--- src/rtl/bls_pkg.sv ---
// Package: shared state encoding and fixed codes of the bootstrap load sequencer.
// Assumes: consumers import it; no parameters live here.
package bls_pkg;

    typedef enum logic [3:0] {
        ST_IDLE,
        ST_TRST,
        ST_TREQ,
        ST_FRST,
        ST_CLR,
        ST_LDIAG,
        ST_LBOOT,
        ST_RDIAG,
        ST_RBOOT
    } bls_state_e;

    localparam logic [7:0] ERR_TEST = 8'hF9;
    localparam logic [7:0] ERR_LOAD = 8'hF0;

endpackage

--- src/rtl/bls_counter.sv ---
// Module: bls_counter
// Up-counter with synchronous clear and a flag for the terminal value LAST.
// Assumes: LAST fits in W bits; counting past LAST simply wraps.
module bls_counter #(
    parameter int W    = 4,
    parameter int LAST = 3
) (
    input  logic         clk,
    input  logic         rst_n,
    input  logic         clr,
    input  logic         inc,
    output logic [W-1:0] val,
    output logic         at_last
);

    // Count register: clear has priority over increment.
    always_ff @(posedge clk) begin
        if (!rst_n)   val <= '0;
        else if (clr) val <= '0;
        else if (inc) val <= val + W'(1);
    end

    // Terminal value detect.
    always_comb at_last = (val == W'(LAST));

endmodule

--- src/rtl/bls_fsm.sv ---
// Module: bls_fsm
// Step sequencer and status registers of the bootstrap load sequence.
// Assumes: unit answers are sampled only in the state that requested them;
// fail always wins over done when both arrive in one cycle.
module bls_fsm
    import bls_pkg::*;
(
    input  logic       clk,
    input  logic       rst_n,
    input  logic       start_req,
    input  logic       sys_idle,
    input  logic       test_done,
    input  logic       test_fail,
    input  logic       test_last,
    input  logic [3:0] test_idx,
    input  logic       clr_last,
    input  logic       load_done,
    input  logic       load_fail,
    input  logic       cpu_ack,
    input  logic       cpu_fail,
    output bls_state_e state,
    output logic       accept,
    output logic       t_clr,
    output logic       t_inc,
    output logic       c_clr,
    output logic       c_inc,
    output logic       run_mode,
    output logic       cpu_wait,
    output logic       seq_done,
    output logic       err_valid,
    output logic [7:0] err_code,
    output logic [3:0] err_idx
);

    bls_state_e nxt;

    // Next-state and counter-control decode.
    always_comb begin
        nxt    = state;
        accept = 1'b0;
        t_clr  = 1'b0;
        t_inc  = 1'b0;
        c_clr  = 1'b0;
        c_inc  = 1'b0;
        case (state)
            ST_IDLE: if (start_req && sys_idle) begin
                accept = 1'b1;
                t_clr  = 1'b1;
                nxt    = ST_TRST;
            end
            ST_TRST: nxt = ST_TREQ;
            ST_TREQ: begin
                if (test_fail) nxt = ST_IDLE;
                else if (test_done) begin
                    if (test_last) nxt = ST_FRST;
                    else begin
                        t_inc = 1'b1;
                        nxt   = ST_TRST;
                    end
                end
            end
            ST_FRST: begin
                c_clr = 1'b1;
                nxt   = ST_CLR;
            end
            ST_CLR: begin
                c_inc = 1'b1;
                if (clr_last) nxt = ST_LDIAG;
            end
            ST_LDIAG: begin
                if (load_fail)      nxt = ST_IDLE;
                else if (load_done) nxt = ST_LBOOT;
            end
            ST_LBOOT: begin
                if (load_fail)      nxt = ST_IDLE;
                else if (load_done) nxt = ST_RDIAG;
            end
            ST_RDIAG: begin
                if (cpu_fail)     nxt = ST_IDLE;
                else if (cpu_ack) nxt = ST_RBOOT;
            end
            ST_RBOOT: if (cpu_ack) nxt = ST_IDLE;
            default: nxt = ST_IDLE;
        endcase
    end

    // State register.
    always_ff @(posedge clk) begin
        if (!rst_n) state <= ST_IDLE;
        else        state <= nxt;
    end

    // Status registers: cleared on acceptance, set by the step that ends the run.
    always_ff @(posedge clk) begin
        if (!rst_n || accept) begin
            run_mode  <= 1'b0;
            cpu_wait  <= 1'b0;
            seq_done  <= 1'b0;
            err_valid <= 1'b0;
            err_code  <= '0;
            err_idx   <= '0;
        end else begin
            case (state)
                ST_TREQ: if (test_fail) begin
                    err_valid <= 1'b1;
                    err_code  <= ERR_TEST;
                    err_idx   <= test_idx;
                end
                ST_LDIAG: if (load_fail) begin
                    err_valid <= 1'b1;
                    err_code  <= ERR_LOAD;
                    err_idx   <= 4'd0;
                end
                ST_LBOOT: begin
                    if (load_fail) begin
                        err_valid <= 1'b1;
                        err_code  <= ERR_LOAD;
                        err_idx   <= 4'd1;
                    end else if (load_done) begin
                        run_mode <= 1'b1;
                    end
                end
                ST_RDIAG: if (cpu_fail) cpu_wait <= 1'b1;
                ST_RBOOT: if (cpu_ack)  seq_done <= 1'b1;
                default: ;
            endcase
        end
    end

endmodule

--- src/rtl/boot_load_seq.sv ---
// Module: boot_load_seq (top)
// Runs self-tests with per-test resets, clears memory, loads two images into
// fixed windows, then starts the processor at two chained entry points.
// Assumes: NUM_TESTS <= 16, MEM_DEPTH <= 2**ADDR_W, windows fit in ADDR_W.
module boot_load_seq
    import bls_pkg::*;
#(
    parameter int NUM_TESTS  = 4,
    parameter int MEM_DEPTH  = 512,
    parameter int ADDR_W     = 12,
    parameter int DATA_W     = 32,
    parameter int DIAG_LO    = 'h100,
    parameter int DIAG_HI    = 'h1FF,
    parameter int DIAG_ENTRY = 'h160,
    parameter int BOOT_LO    = 'h20,
    parameter int BOOT_HI    = 'h29,
    parameter int BOOT_ENTRY = 'h26
) (
    input  logic              clk,
    input  logic              rst_n,
    input  logic              start_req,
    input  logic [15:0]       dev_addr,
    input  logic              sys_idle,
    output logic              sys_reset,
    output logic              test_req,
    output logic [3:0]        test_idx,
    input  logic              test_done,
    input  logic              test_fail,
    output logic              mem_we,
    output logic [ADDR_W-1:0] mem_addr,
    output logic [DATA_W-1:0] mem_wdata,
    output logic              load_req,
    output logic [ADDR_W-1:0] load_first,
    output logic [ADDR_W-1:0] load_last,
    output logic [15:0]       load_dev,
    input  logic              load_done,
    input  logic              load_fail,
    output logic              run_mode,
    output logic              cpu_start,
    output logic [ADDR_W-1:0] cpu_addr,
    input  logic              cpu_ack,
    input  logic              cpu_fail,
    output logic              cpu_wait,
    output logic              busy,
    output logic              seq_done,
    output logic              err_valid,
    output logic [7:0]        err_code,
    output logic [3:0]        err_idx
);

    localparam int IDX_W = 4;

    bls_state_e  state;
    logic        accept, t_clr, t_inc, c_clr, c_inc, test_last, clr_last;
    logic [15:0] dev_q;

    bls_counter #(.W(IDX_W), .LAST(NUM_TESTS - 1)) u_test_cnt (
        .clk(clk), .rst_n(rst_n), .clr(t_clr), .inc(t_inc),
        .val(test_idx), .at_last(test_last)
    );

    bls_counter #(.W(ADDR_W), .LAST(MEM_DEPTH - 1)) u_clr_cnt (
        .clk(clk), .rst_n(rst_n), .clr(c_clr), .inc(c_inc),
        .val(mem_addr), .at_last(clr_last)
    );

    bls_fsm u_fsm (
        .clk(clk), .rst_n(rst_n), .start_req(start_req), .sys_idle(sys_idle),
        .test_done(test_done), .test_fail(test_fail), .test_last(test_last),
        .test_idx(test_idx), .clr_last(clr_last),
        .load_done(load_done), .load_fail(load_fail),
        .cpu_ack(cpu_ack), .cpu_fail(cpu_fail),
        .state(state), .accept(accept),
        .t_clr(t_clr), .t_inc(t_inc), .c_clr(c_clr), .c_inc(c_inc),
        .run_mode(run_mode), .cpu_wait(cpu_wait), .seq_done(seq_done),
        .err_valid(err_valid), .err_code(err_code), .err_idx(err_idx)
    );

    // Capture the load-device address on an accepted command only.
    always_ff @(posedge clk) begin
        if (!rst_n)      dev_q <= '0;
        else if (accept) dev_q <= dev_addr;
    end

    // Handshake and strobe outputs decoded from the current step.
    always_comb begin
        sys_reset  = (state == ST_TRST) || (state == ST_FRST);
        test_req   = (state == ST_TREQ);
        mem_we     = (state == ST_CLR);
        mem_wdata  = '0;
        load_req   = (state == ST_LDIAG) || (state == ST_LBOOT);
        load_first = (state == ST_LBOOT) ? ADDR_W'(BOOT_LO) : ADDR_W'(DIAG_LO);
        load_last  = (state == ST_LBOOT) ? ADDR_W'(BOOT_HI) : ADDR_W'(DIAG_HI);
        load_dev   = dev_q;
        cpu_start  = (state == ST_RDIAG) || (state == ST_RBOOT);
        cpu_addr   = (state == ST_RBOOT) ? ADDR_W'(BOOT_ENTRY) : ADDR_W'(DIAG_ENTRY);
        busy       = (state != ST_IDLE);
    end

endmodule

--- config.mk ---
export PLATFORM = sky130hd
export DESIGN_NAME = boot_load_seq
export DESIGN_NICKNAME = d
export VERILOG_FILES = /design/src/rtl/bls_pkg.sv /design/src/rtl/bls_counter.sv /design/src/rtl/bls_fsm.sv /design/src/rtl/boot_load_seq.sv
export SDC_FILE = /design/constraint.sdc
export NUM_CORES = 1
export LEC_CHECK = 0
export CAP_MARGIN = 20
export CORE_UTILIZATION = 35
export DETAILED_ROUTE_END_ITERATION = 10
export PLACE_DENSITY = 0.75
export RECOVER_POWER = 100
export SYNTH_ARGS = -nofsm -noshare
export SYNTH_HDL_FRONTEND = slang
export SYNTH_SLANG_ARGS = --single-unit
--- constraint.sdc ---
create_clock -name clk -period 1.75 [get_ports clk]
set_input_delay 0.35 -clock clk [delete_from_list [all_inputs] [get_ports clk]]
set_output_delay 0.35 -clock clk [all_outputs]
set_load 0.02 [all_outputs]
==> results of run 1 <==
[what timing repair did]
item | CTS | global route
endpoints found under the setup margin | 36 | 43
gates resized for setup | 81 | 55
pin swaps | 8 | 8
buffers inserted | 6 | 5
[cell type report]
class                      count  share of cell area (%)
inverter                      12                   1.300
clock inverter                 2                  0.3575
clock buffer                   6                   2.145
tap                           99                   3.217
multi-input combinational    239                   36.46
timing repair buffer         147                   32.66
sequential                    45                   23.85
[cell families (layout without fill, tap and decap cells)]
logic type                 Yosys count  after routing  share of synthesized area (%)
muxes                                1              1                         0.4327
xor gates and xnor gates             9              9                          3.029
AOI/OAI and AO/OA                   54             54                          13.61
buffers and inverters               95            167                          24.28
other                                2             58                         0.2886
and+or+nand+nor                    115            115                          22.79
DFF                                 45             45                          34.62
adders and majority gates            2              2                         0.9614
[flip-flops by register name, indices dropped and copies added (netlist names)]
register,count
u_test_cnt.val,4
load_dev,16
u_fsm.seq_done,1
u_fsm.cpu_wait,1
u_fsm.err_idx,4
u_fsm.run_mode,1
u_clr_cnt.val,12
u_fsm.err_code,2
u_fsm.state,4
[cells in the mapped netlist (all sizes together), types with 3 or more instances]
master	number	share of area (%)
nand2	46	6.6
a21boi	16	4.6
nor2	23	3.4
inv	11	1.6
o21ai	14	2.7
xor2	5	1.7
or3	5	1.2
dfxtp	45	35
nand3	12	2.3
a31oi	3	0.72
buf	77	22
xnor2	4	1.3
nand2b	6	1.4
clkbuf	6	0.87
nand4	6	2.0
nor4b	3	1.5
a21oi	16	3.2
[through the flow]
step / util [%] / hold WS [ps]
after floorplan: - / 444.7
after global placement: 50.16 / 443.8
after detailed placement: 50.16 / 448.1
after CTS: 52.79 / 460.8
after global routing: 53.36 / 470.9
final: 53.36 / 456.1
[worst max-delay path by stage]
stage / from / end / cells past startpoint
3_5_place_dp: u_fsm.state[1] / cpu_addr[8] / 5
3_3_place_gp: u_fsm.state[1] / cpu_addr[6] / 5
6_report: u_fsm.state[1] / cpu_addr[8] / 5
4_1_cts: u_fsm.state[3] / u_clr_cnt.val[11] / 6
2_1_floorplan: u_fsm.state[1] / u_test_cnt.val[3] / 4
5_1_grt: u_fsm.state[1] / cpu_addr[8] / 5
[power by group through the flow]
| stage | combinational, mW | clock, mW | sequential (mW) |
|---|---|---|---|
| 2_1_floorplan | 0.667 | 0 | 1.23 |
| 3_3_place_gp | 1.19 | 0 | 1.17 |
| 3_5_place_dp | 1.20 | 0 | 1.18 |
| 4_1_cts | 1.29 | 0.707 | 1.16 |
| 5_1_grt | 1.43 | 0.736 | 1.18 |
| 6_report | 1.32 | 0.678 | 1.16 |
[tightest hold or removal path, stage by stage, from the launching register on]
cell and delay (ps):
dfxtp_1 320, nand2_1 50, a21boi_1 50
[metal layers]
metal / wire (um) / part of all wire (%) / up-vias
met2: 3176 / 50 / 84
met4: 47 / 0.74 / 0
li1: - / - / 1195
met3: 376 / 5.9 / 4
met1: 2746 / 43 / 1143
met5: 0 / 0 / -
==> reports/results.ini, run 1 <==
[critical_path]
critical_path.slowest_cell=dfxtp_4
count_of_buffering_cells_on_the_critical_path_with_inverters_included=4
crit_fanout=7
critical-path-max-stage-delay_ps=390
critical_path.reg2reg.startpoint=u_fsm.state[3]
timing.critical_path.arrival_ps=1500
worstSetupStartpointType=flip-flop
cp_data_required_time_ps=1400
crit-reg2reg-capture=u_clr_cnt.val[11]
rr_worst_depth=6
cp-end-kind=output pin
classification_of_the_worst_setup_path=flip-flop to output pin
regToRegSetupSlack_ps=-80
cpLargestDelayFamily=buffers and inverters
path_common_cell=buf_6
crit_path_cell_trace=buf_6 > nor4b_4 > inv_2 > buf_6 > buf_6

[pwr]
peakVddDrop_mv=0.3800
power.internal_mw=2.051
net-switching-power_mw=1.106
power.static_leakage_nw=1.620
design_power_total_mw=3.158
seqPwrFrac_pct=36.9
power.density_nw_per_um2=820.2
power_frac_clock_pct=21.5
comb_power_share_pct=41.7
sw_frac_of_total_pct=35.04

[timing]
setup_total_negative_slack_ps=-589.7
layout_worst_path_cycle_share_pct=105.7
slew_headroom_pct=62.67
max_clock_freq_ghz=0.5407
maxSlewViolCount=0
post-route-worst-setup-slack_ps=-99.62
final_period_minus_worst_setup_slack_ps=1850
clock_skew_ps=10.14
transition_at_the_pin_with_the_smallest_max_transition_slack_ps=559.9
final-hold-violation-count=0
setup-violations-final=13
grt_setup_unrepaired=true

[routing]
drc=0
detail_route.vias_per_cell=4.411
antenna_violating_nets_post_route=0
drt_wl_total_mm=6.346
num_vias=2426
initialDrtViolationCount=107
dr.pass1.iters=4
post_drt_wl_per_cell_um=11.54

[synthesis]
yosys_warn_count=0
synthFlopType=dfxtp_1
synth.yosys.seq_area_share_pct=34.62
post_synth_num_cell_types=44
netlist_instances=323
synth-seq-cells=45
post_synth_instance_area_um2=2602
async_reset_ff_share_pct=0
synth.avg_cell_area_um2=8.057
synth_edf_count=0

[placed_design]
place.gp.congestion=0.8097
placement.setup.worst_slack_ps=-262.1
placedCellCount=531
count_of_buffers_inserted_at_the_top_level_ports=89
hpwlAfterDp_mm=4.585
area_after_detailed_placement_um2=3618

[floorplan]
number_of_top_level_pins=148
start_util_pct=36.07
die-height_um=88.23
core_area_um2=7214
die_width_um=88.23
rows=31
floorplan.die_area_um2=7785

[global_route]
wire_length_of_the_first_global_routing_pass_mm=9.632
globalRouteTotalUtil_pct=15.58
antenna_found_initial=0
grtUsageMet1_pct=18.98
busiest_layer=met2
grt_pass1_vias=2148
grt_start_max_net_pins=17
globalRouteMet2Util_pct=27.34
met3_usage_in_global_routing_pct=3.731
grt-ovfl-total=0

[worst_hold_path]
timing.hold.worst_endpoint=load_dev[15]
min_from=load_dev[15]
hold_class=flip-flop to flip-flop
whs_path_depth=2

[layout]
seq_area_um2=918.4
stdcell_area_um2=3850
final_layout_size_suffix_gt1_share_pct=26.61
total_area_of_multi_input_combinational_cells_um2=1404
fill_cells=676
final_common_cell=clkdlybuf4s50_1
final_cell_mix=clkdlybuf4s50_1, conb_1, nand2_1, buf_4, dfxtp_1
n_antenna_cell=0
syn_to_final_growth_pct=47.93
instances_no_fill=550
layout.nets=478

[clocking]
clock-root-buffer=clkbuf_8
cts.clk_slew.worst_paths_ps=90
numClockSinks=45
numCtsBuffers=5
tritoncts=yes
cts_hold_buf=0
maximum_clock_path_buffer_count=2
clkLatencyLatePin_ps=300
h_tree_lvls=2

[status]
violations=negative setup slack
run_status=complete, but fails checks

[flow_run]
cap_viol_max_count=0

Power figures use the tool's default switching activity.
==> run 2: changes to the inputs <==
==> constraint.sdc (replaced) <==
create_clock -name clk -period 1.75 [get_ports clk]
set_input_delay 0.35 -clock clk [delete_from_list [all_inputs] [get_ports clk]]
set_output_delay 0.35 -clock clk [all_outputs]
set_load 0.01 [all_outputs]
==> reports/results.ini, run 2 (synthesis gave the netlist of run 1 again) <==
[placed_design]
placement.setup.worst_slack_ps=-188.6
place.gp.congestion=0.7702
hpwlAfterDp_mm=4.523
count_of_buffers_inserted_at_the_top_level_ports=89

[global_route]
wire_length_of_the_first_global_routing_pass_mm=9.749
grt_pass1_vias=2105
grt_start_max_net_pins=17
antenna_found_initial=0
globalRouteTotalUtil_pct=15.79
grt-ovfl-total=0

[floorplan]
core_area_um2=7214
floorplan.die_area_um2=7785
start_util_pct=36.07
number_of_top_level_pins=148
die_width_um=88.23
die-height_um=88.23
rows=31

[layout]
seq_area_um2=917.1
total_area_of_multi_input_combinational_cells_um2=1445
final_util_pct=54.93
layout.nets=475
largest_reg_flops=16
final_cell_mix=clkdlybuf4s50_1, conb_1, nand2_1, buf_4, dfxtp_1
final_layout_size_suffix_gt1_share_pct=25.34
n_antenna_cell=0
final_common_cell=clkdlybuf4s50_1
syn_to_final_growth_pct=52.26
fill_cells=663

[routing]
drc=0
detail_route.vias_per_cell=4.365
post_drt_wl_per_cell_um=11.70
num_vias=2379
drt_wl_total_mm=6.377
dr.pass1.iters=6
initialDrtViolationCount=64
antenna_violating_nets_post_route=0

[clocking]
cts.clk_slew.worst_paths_ps=80
maximum_clock_path_buffer_count=2
h_tree_lvls=2
cts_hold_buf=0
clkLatencyLatePin_ps=290
tritoncts=yes
clock-root-buffer=clkbuf_8
numCtsBuffers=5
numClockSinks=45

[timing]
setup-violations-final=6
maxSlewViolCount=0
final_period_minus_worst_setup_slack_ps=1799
transition_at_the_pin_with_the_smallest_max_transition_slack_ps=489.8
grt_setup_unrepaired=true
layout_worst_path_cycle_share_pct=102.8
setup_total_negative_slack_ps=-212.2
final-hold-violation-count=0
clock_skew_ps=1.474
max_clock_freq_ghz=0.5557
slew_headroom_pct=67.04
post-route-worst-setup-slack_ps=-49.48

[status]
violations=negative setup slack
run_status=complete, but fails checks

[critical_path]
worstSetupStartpointType=flip-flop
crit-reg2reg-capture=u_clr_cnt.val[7]
timing.critical_path.from=u_fsm.state[3]
classification_of_the_worst_setup_path=flip-flop to flip-flop
critical_path.slowest_cell=or4b_4
cpLargestDelayFamily=simple AND/OR/NAND/NOR gates
critical_path_cell_count=6
count_of_buffering_cells_on_the_critical_path_with_inverters_included=2
crit_path_cell_trace=or4b_4 > clkinv_4 > buf_6 > nand4_4 > or3_1 > a21oi_1
rr_worst_depth=6
critical_path.reg2reg.startpoint=u_fsm.state[3]
regToRegSetupSlack_ps=-50
cp_data_required_time_ps=1980
cp-end-kind=flip-flop
timing.critical_path.arrival_ps=2030
critical-path-max-stage-delay_ps=590
crit_fanout=7
worst_setup_path_endpoint=u_clr_cnt.val[7]

[pwr]
peakVddDrop_mv=0.2915
power.density_nw_per_um2=731.4
power.static_leakage_nw=1.614
design_power_total_mw=2.898

[flow_run]
cap_viol_max_count=0

[worst_hold_path]
hold_class=flip-flop to flip-flop

## run 2: cell types whose count changed in the layout (fill, tap and decap cells not counted), moves of 2 or more
| cell | previous run | this run |
|---|---|---|
| nand3_4 | 0 | 2 |
| clkdlybuf4s15_1 | 0 | 7 |
| dfxtp_2 | 2 | 4 |
| clkdlybuf4s50_1 | 60 | 70 |
| clkbuf_2 | 9 | 2 |
| nand3_1 | 9 | 7 |
| buf_4 | 44 | 41 |
| clkbuf_1 | 11 | 0 |
## run 2: worst min-delay path, stage by stage, from the launching register on
cell and delay, ps:
dfxtp_1 310, nand2_1 50, a21boi_1 50
## run 2: what timing repair did
action | in CTS | in global routing
cloned | 0 | 1
gates resized for setup | 75 | 44
buffers inserted | 8 | 2
hold endpoints to repair | 0 | 0
endpoints found under the setup margin | 33 | 51
pin swaps | 12 | 20
## run 2: layer usage
metal  GRT usage (%)  share of wire [%]  vias to the layer above
met4           5.865                2.2                        0
met1           18.15                 41                     1074
li1                -                  -                     1192
met5               0                  0                        -
met2           28.39                 50                       96
met3           3.731                6.8                       17
## run 2: stage by stage
stage                     area [um2]  cells  hold WS [ps]
final                           3963    545         452.4
after global routing            3963    545         474.7
after CTS                       3837    544         455.9
after detailed placement        3620    531         444.3
after global placement          3620    531         439.9
after floorplan                 2813    379         444.7
## run 2: layout make-up
| class | instances | share of cell area [%] |
|---|---|---|
| Multi-Input combinational cell | 239 | 36.47 |
| Sequential cell | 45 | 23.14 |
| Timing Repair Buffer | 144 | 34.07 |
| Inverter | 12 | 1.326 |
| Clock inverter | 1 | 0.1263 |
| Clock buffer | 5 | 1.737 |
| Tap cell | 99 | 3.126 |
## run 2: where the power goes
group          leakage, nW  switching [mW]  internal [mW]
registers            0.369          0.0831           1.10
logic                 1.21           0.539          0.587
clock network       0.0399           0.328          0.263
total                 1.61           0.950           1.95
## run 2: worst min path at each step
stage / from / end / slack (ps) / depth (start not counted)
floorplan: load_fail / u_fsm.err_code[3] / 440 / 1
global placement: load_dev[3] / load_dev[3] / 440 / 2
detailed placement: load_dev[3] / load_dev[3] / 440 / 2
CTS: load_dev[3] / load_dev[3] / 460 / 2
global route: load_dev[12] / load_dev[12] / 470 / 2
finish: load_dev[12] / load_dev[12] / 450 / 2
==> run 3: changes to the inputs <==
--- a/config.mk
+++ b/config.mk
@@ -6,6 +6,7 @@
 export NUM_CORES = 1
 export LEC_CHECK = 0
 export CAP_MARGIN = 20
+export CORE_ASPECT_RATIO = 0.6
 export CORE_UTILIZATION = 35
 export DETAILED_ROUTE_END_ITERATION = 10
 export PLACE_DENSITY = 0.75
==> reports/results.ini, run 3 (synthesis gave the netlist of run 1 again) <==
[floorplan]
number_of_top_level_pins=148
die-height_um=68.80
rows=23
core_area_um2=6935
start_util_pct=37.52
floorplan.die_area_um2=7796
die_width_um=113.3

[status]
run_status=complete, but fails checks
violations=negative setup slack

[clocking]
numClockSinks=45
clkLatencyLatePin_ps=280
tritoncts=yes
numCtsBuffers=5
clock-root-buffer=clkbuf_16
maximum_clock_path_buffer_count=2
cts.clk_slew.worst_paths_ps=60
h_tree_lvls=2
cts_hold_buf=0

[layout]
final_common_cell=conb_1
largest_reg_flops=16
final_cell_mix=conb_1, nand2_1, buf_4, clkdlybuf4s50_1, dfxtp_1
layout.nets=475
n_antenna_cell=0
final_util_pct=56.81
syn_to_final_growth_pct=51.39
instances_no_fill=548
fill_cells=639
total_area_of_multi_input_combinational_cells_um2=1368
seq_area_um2=915.9
final_layout_size_suffix_gt1_share_pct=22.77

[routing]
drt_wl_total_mm=6.819
dr.pass1.iters=4
drc=0
initialDrtViolationCount=160
detail_route.vias_per_cell=4.432
post_drt_wl_per_cell_um=12.44
antenna_violating_nets_post_route=0
num_vias=2429

[critical_path]
timing.critical_path.arrival_ps=2020
crit_fanout=5
cp-end-kind=flip-flop
cp_data_required_time_ps=1970
critical_path.slowest_cell=or4b_4
critical_path.reg2reg.startpoint=u_fsm.state[3]
crit_path_cell_trace=or4b_4 > inv_4 > buf_6 > nand4_4 > or3_4 > a21oi_2
rr_worst_depth=6
worstSetupStartpointType=flip-flop
classification_of_the_worst_setup_path=flip-flop to flip-flop
timing.critical_path.from=u_fsm.state[3]
critical-path-max-stage-delay_ps=570

[global_route]
grt_start_max_net_pins=17
antenna_found_initial=0
wire_length_of_the_first_global_routing_pass_mm=10.12
grt-ovfl-total=0
globalRouteTotalUtil_pct=16.88
grt_pass1_vias=2112

[timing]
post-route-worst-setup-slack_ps=-54.54
clock_skew_ps=3.329
setup-violations-final=15
final-hold-violation-count=0
maxSlewViolCount=0
slew_headroom_pct=64.57
final_period_minus_worst_setup_slack_ps=1805
layout_worst_path_cycle_share_pct=103.1
grt_setup_unrepaired=true
transition_at_the_pin_with_the_smallest_max_transition_slack_ps=531.4
max_clock_freq_ghz=0.5542

[worst_hold_path]
min_from=load_dev[4]
whs_path_depth=2
hold_class=flip-flop to flip-flop

[placed_design]
place.gp.congestion=0.8047
count_of_buffers_inserted_at_the_top_level_ports=89
placedCellCount=528
hpwlAfterDp_mm=5.110

[pwr]
design_power_total_mw=3.263
peakVddDrop_mv=0.4100
power.density_nw_per_um2=828.1
power.static_leakage_nw=1.733

[flow_run]
cap_viol_max_count=0

-- run 3: cell types whose count changed in the layout (fill, tap and decap cells not counted), sizes merged --
cell and delta:
buf -2, clkbuf +1, clkdlybuf4s15 -5, clkdlybuf4s50 -28
clkinv -1, dlygate4sd2 +8, dlygate4sd3 +28, inv +1
-- run 3: repair_timing --
action,in CTS,in global routing
gates cloned,0,0
setup endpoints to repair,35,31
resized for setup,61,26
setup buffers,10,2
hold endpoints to repair,0,0
pin swaps,5,6
-- run 3: final timing paths --
| check | endpoint | slack [ps] |
|---|---|---|
| worst max-delay path | u_clr_cnt.val[7] | -50 |
| worst min-delay path | load_dev[4] | 450 |
| worst max register to register | u_clr_cnt.val[7] | -50 |
| worst min register to register | load_dev[4] | 450 |
-- run 3: report_power, final --
group	switching, mW	total (mW)	leakage [nW]	internal, mW
Combinational	0.542	1.11	1.29	0.565
Sequential	0.0675	1.17	0.367	1.10
Clock	0.386	0.991	0.0799	0.605
Total	0.996	3.26	1.73	2.27
-- run 3: metal layers --
layer	global-route usage (%)	part of all wire, %
met5	0	0
met1	23.17	46
met2	25.54	46
met3	4.371	7.2
met4	6.579	0.95
-- run 3: final cells by class --
type | instances | area share [%]
inverter | 12 | 1.207
timing repair buffer | 144 | 33.66
clock buffer | 7 | 3.874
sequential | 45 | 23.25
tap | 100 | 3.176
multi-input combinational | 239 | 34.71
clock inverter | 1 | 0.1270
-- run 3: worst max-delay path: cells and delay by family (launching register included) --
kind / cells / cell delay, ps
AND/OR/NAND/NOR: 3 / 1060
buffers and inverters: 2 / 200
AO/OA/AOI/OAI: 1 / 110
flip-flops: 1 / 370
-- run 3: through the flow --
| stage | setup TNS, ps | instance area [um2] | worst slack (ps) | hold WS (ps) |
|---|---|---|---|---|
| floorplan | 0 | 2813 | 35.18 | 444.7 |
| global placement | -4238 | 3603 | -188.2 | 440.4 |
| detailed placement | -5562 | 3603 | -260.2 | 445.6 |
| CTS | -176.7 | 3842 | -38.68 | 453.6 |
| global route | -2144 | 3940 | -127.7 | 476.4 |
| finish | -226.4 | 3940 | -54.54 | 449.3 |
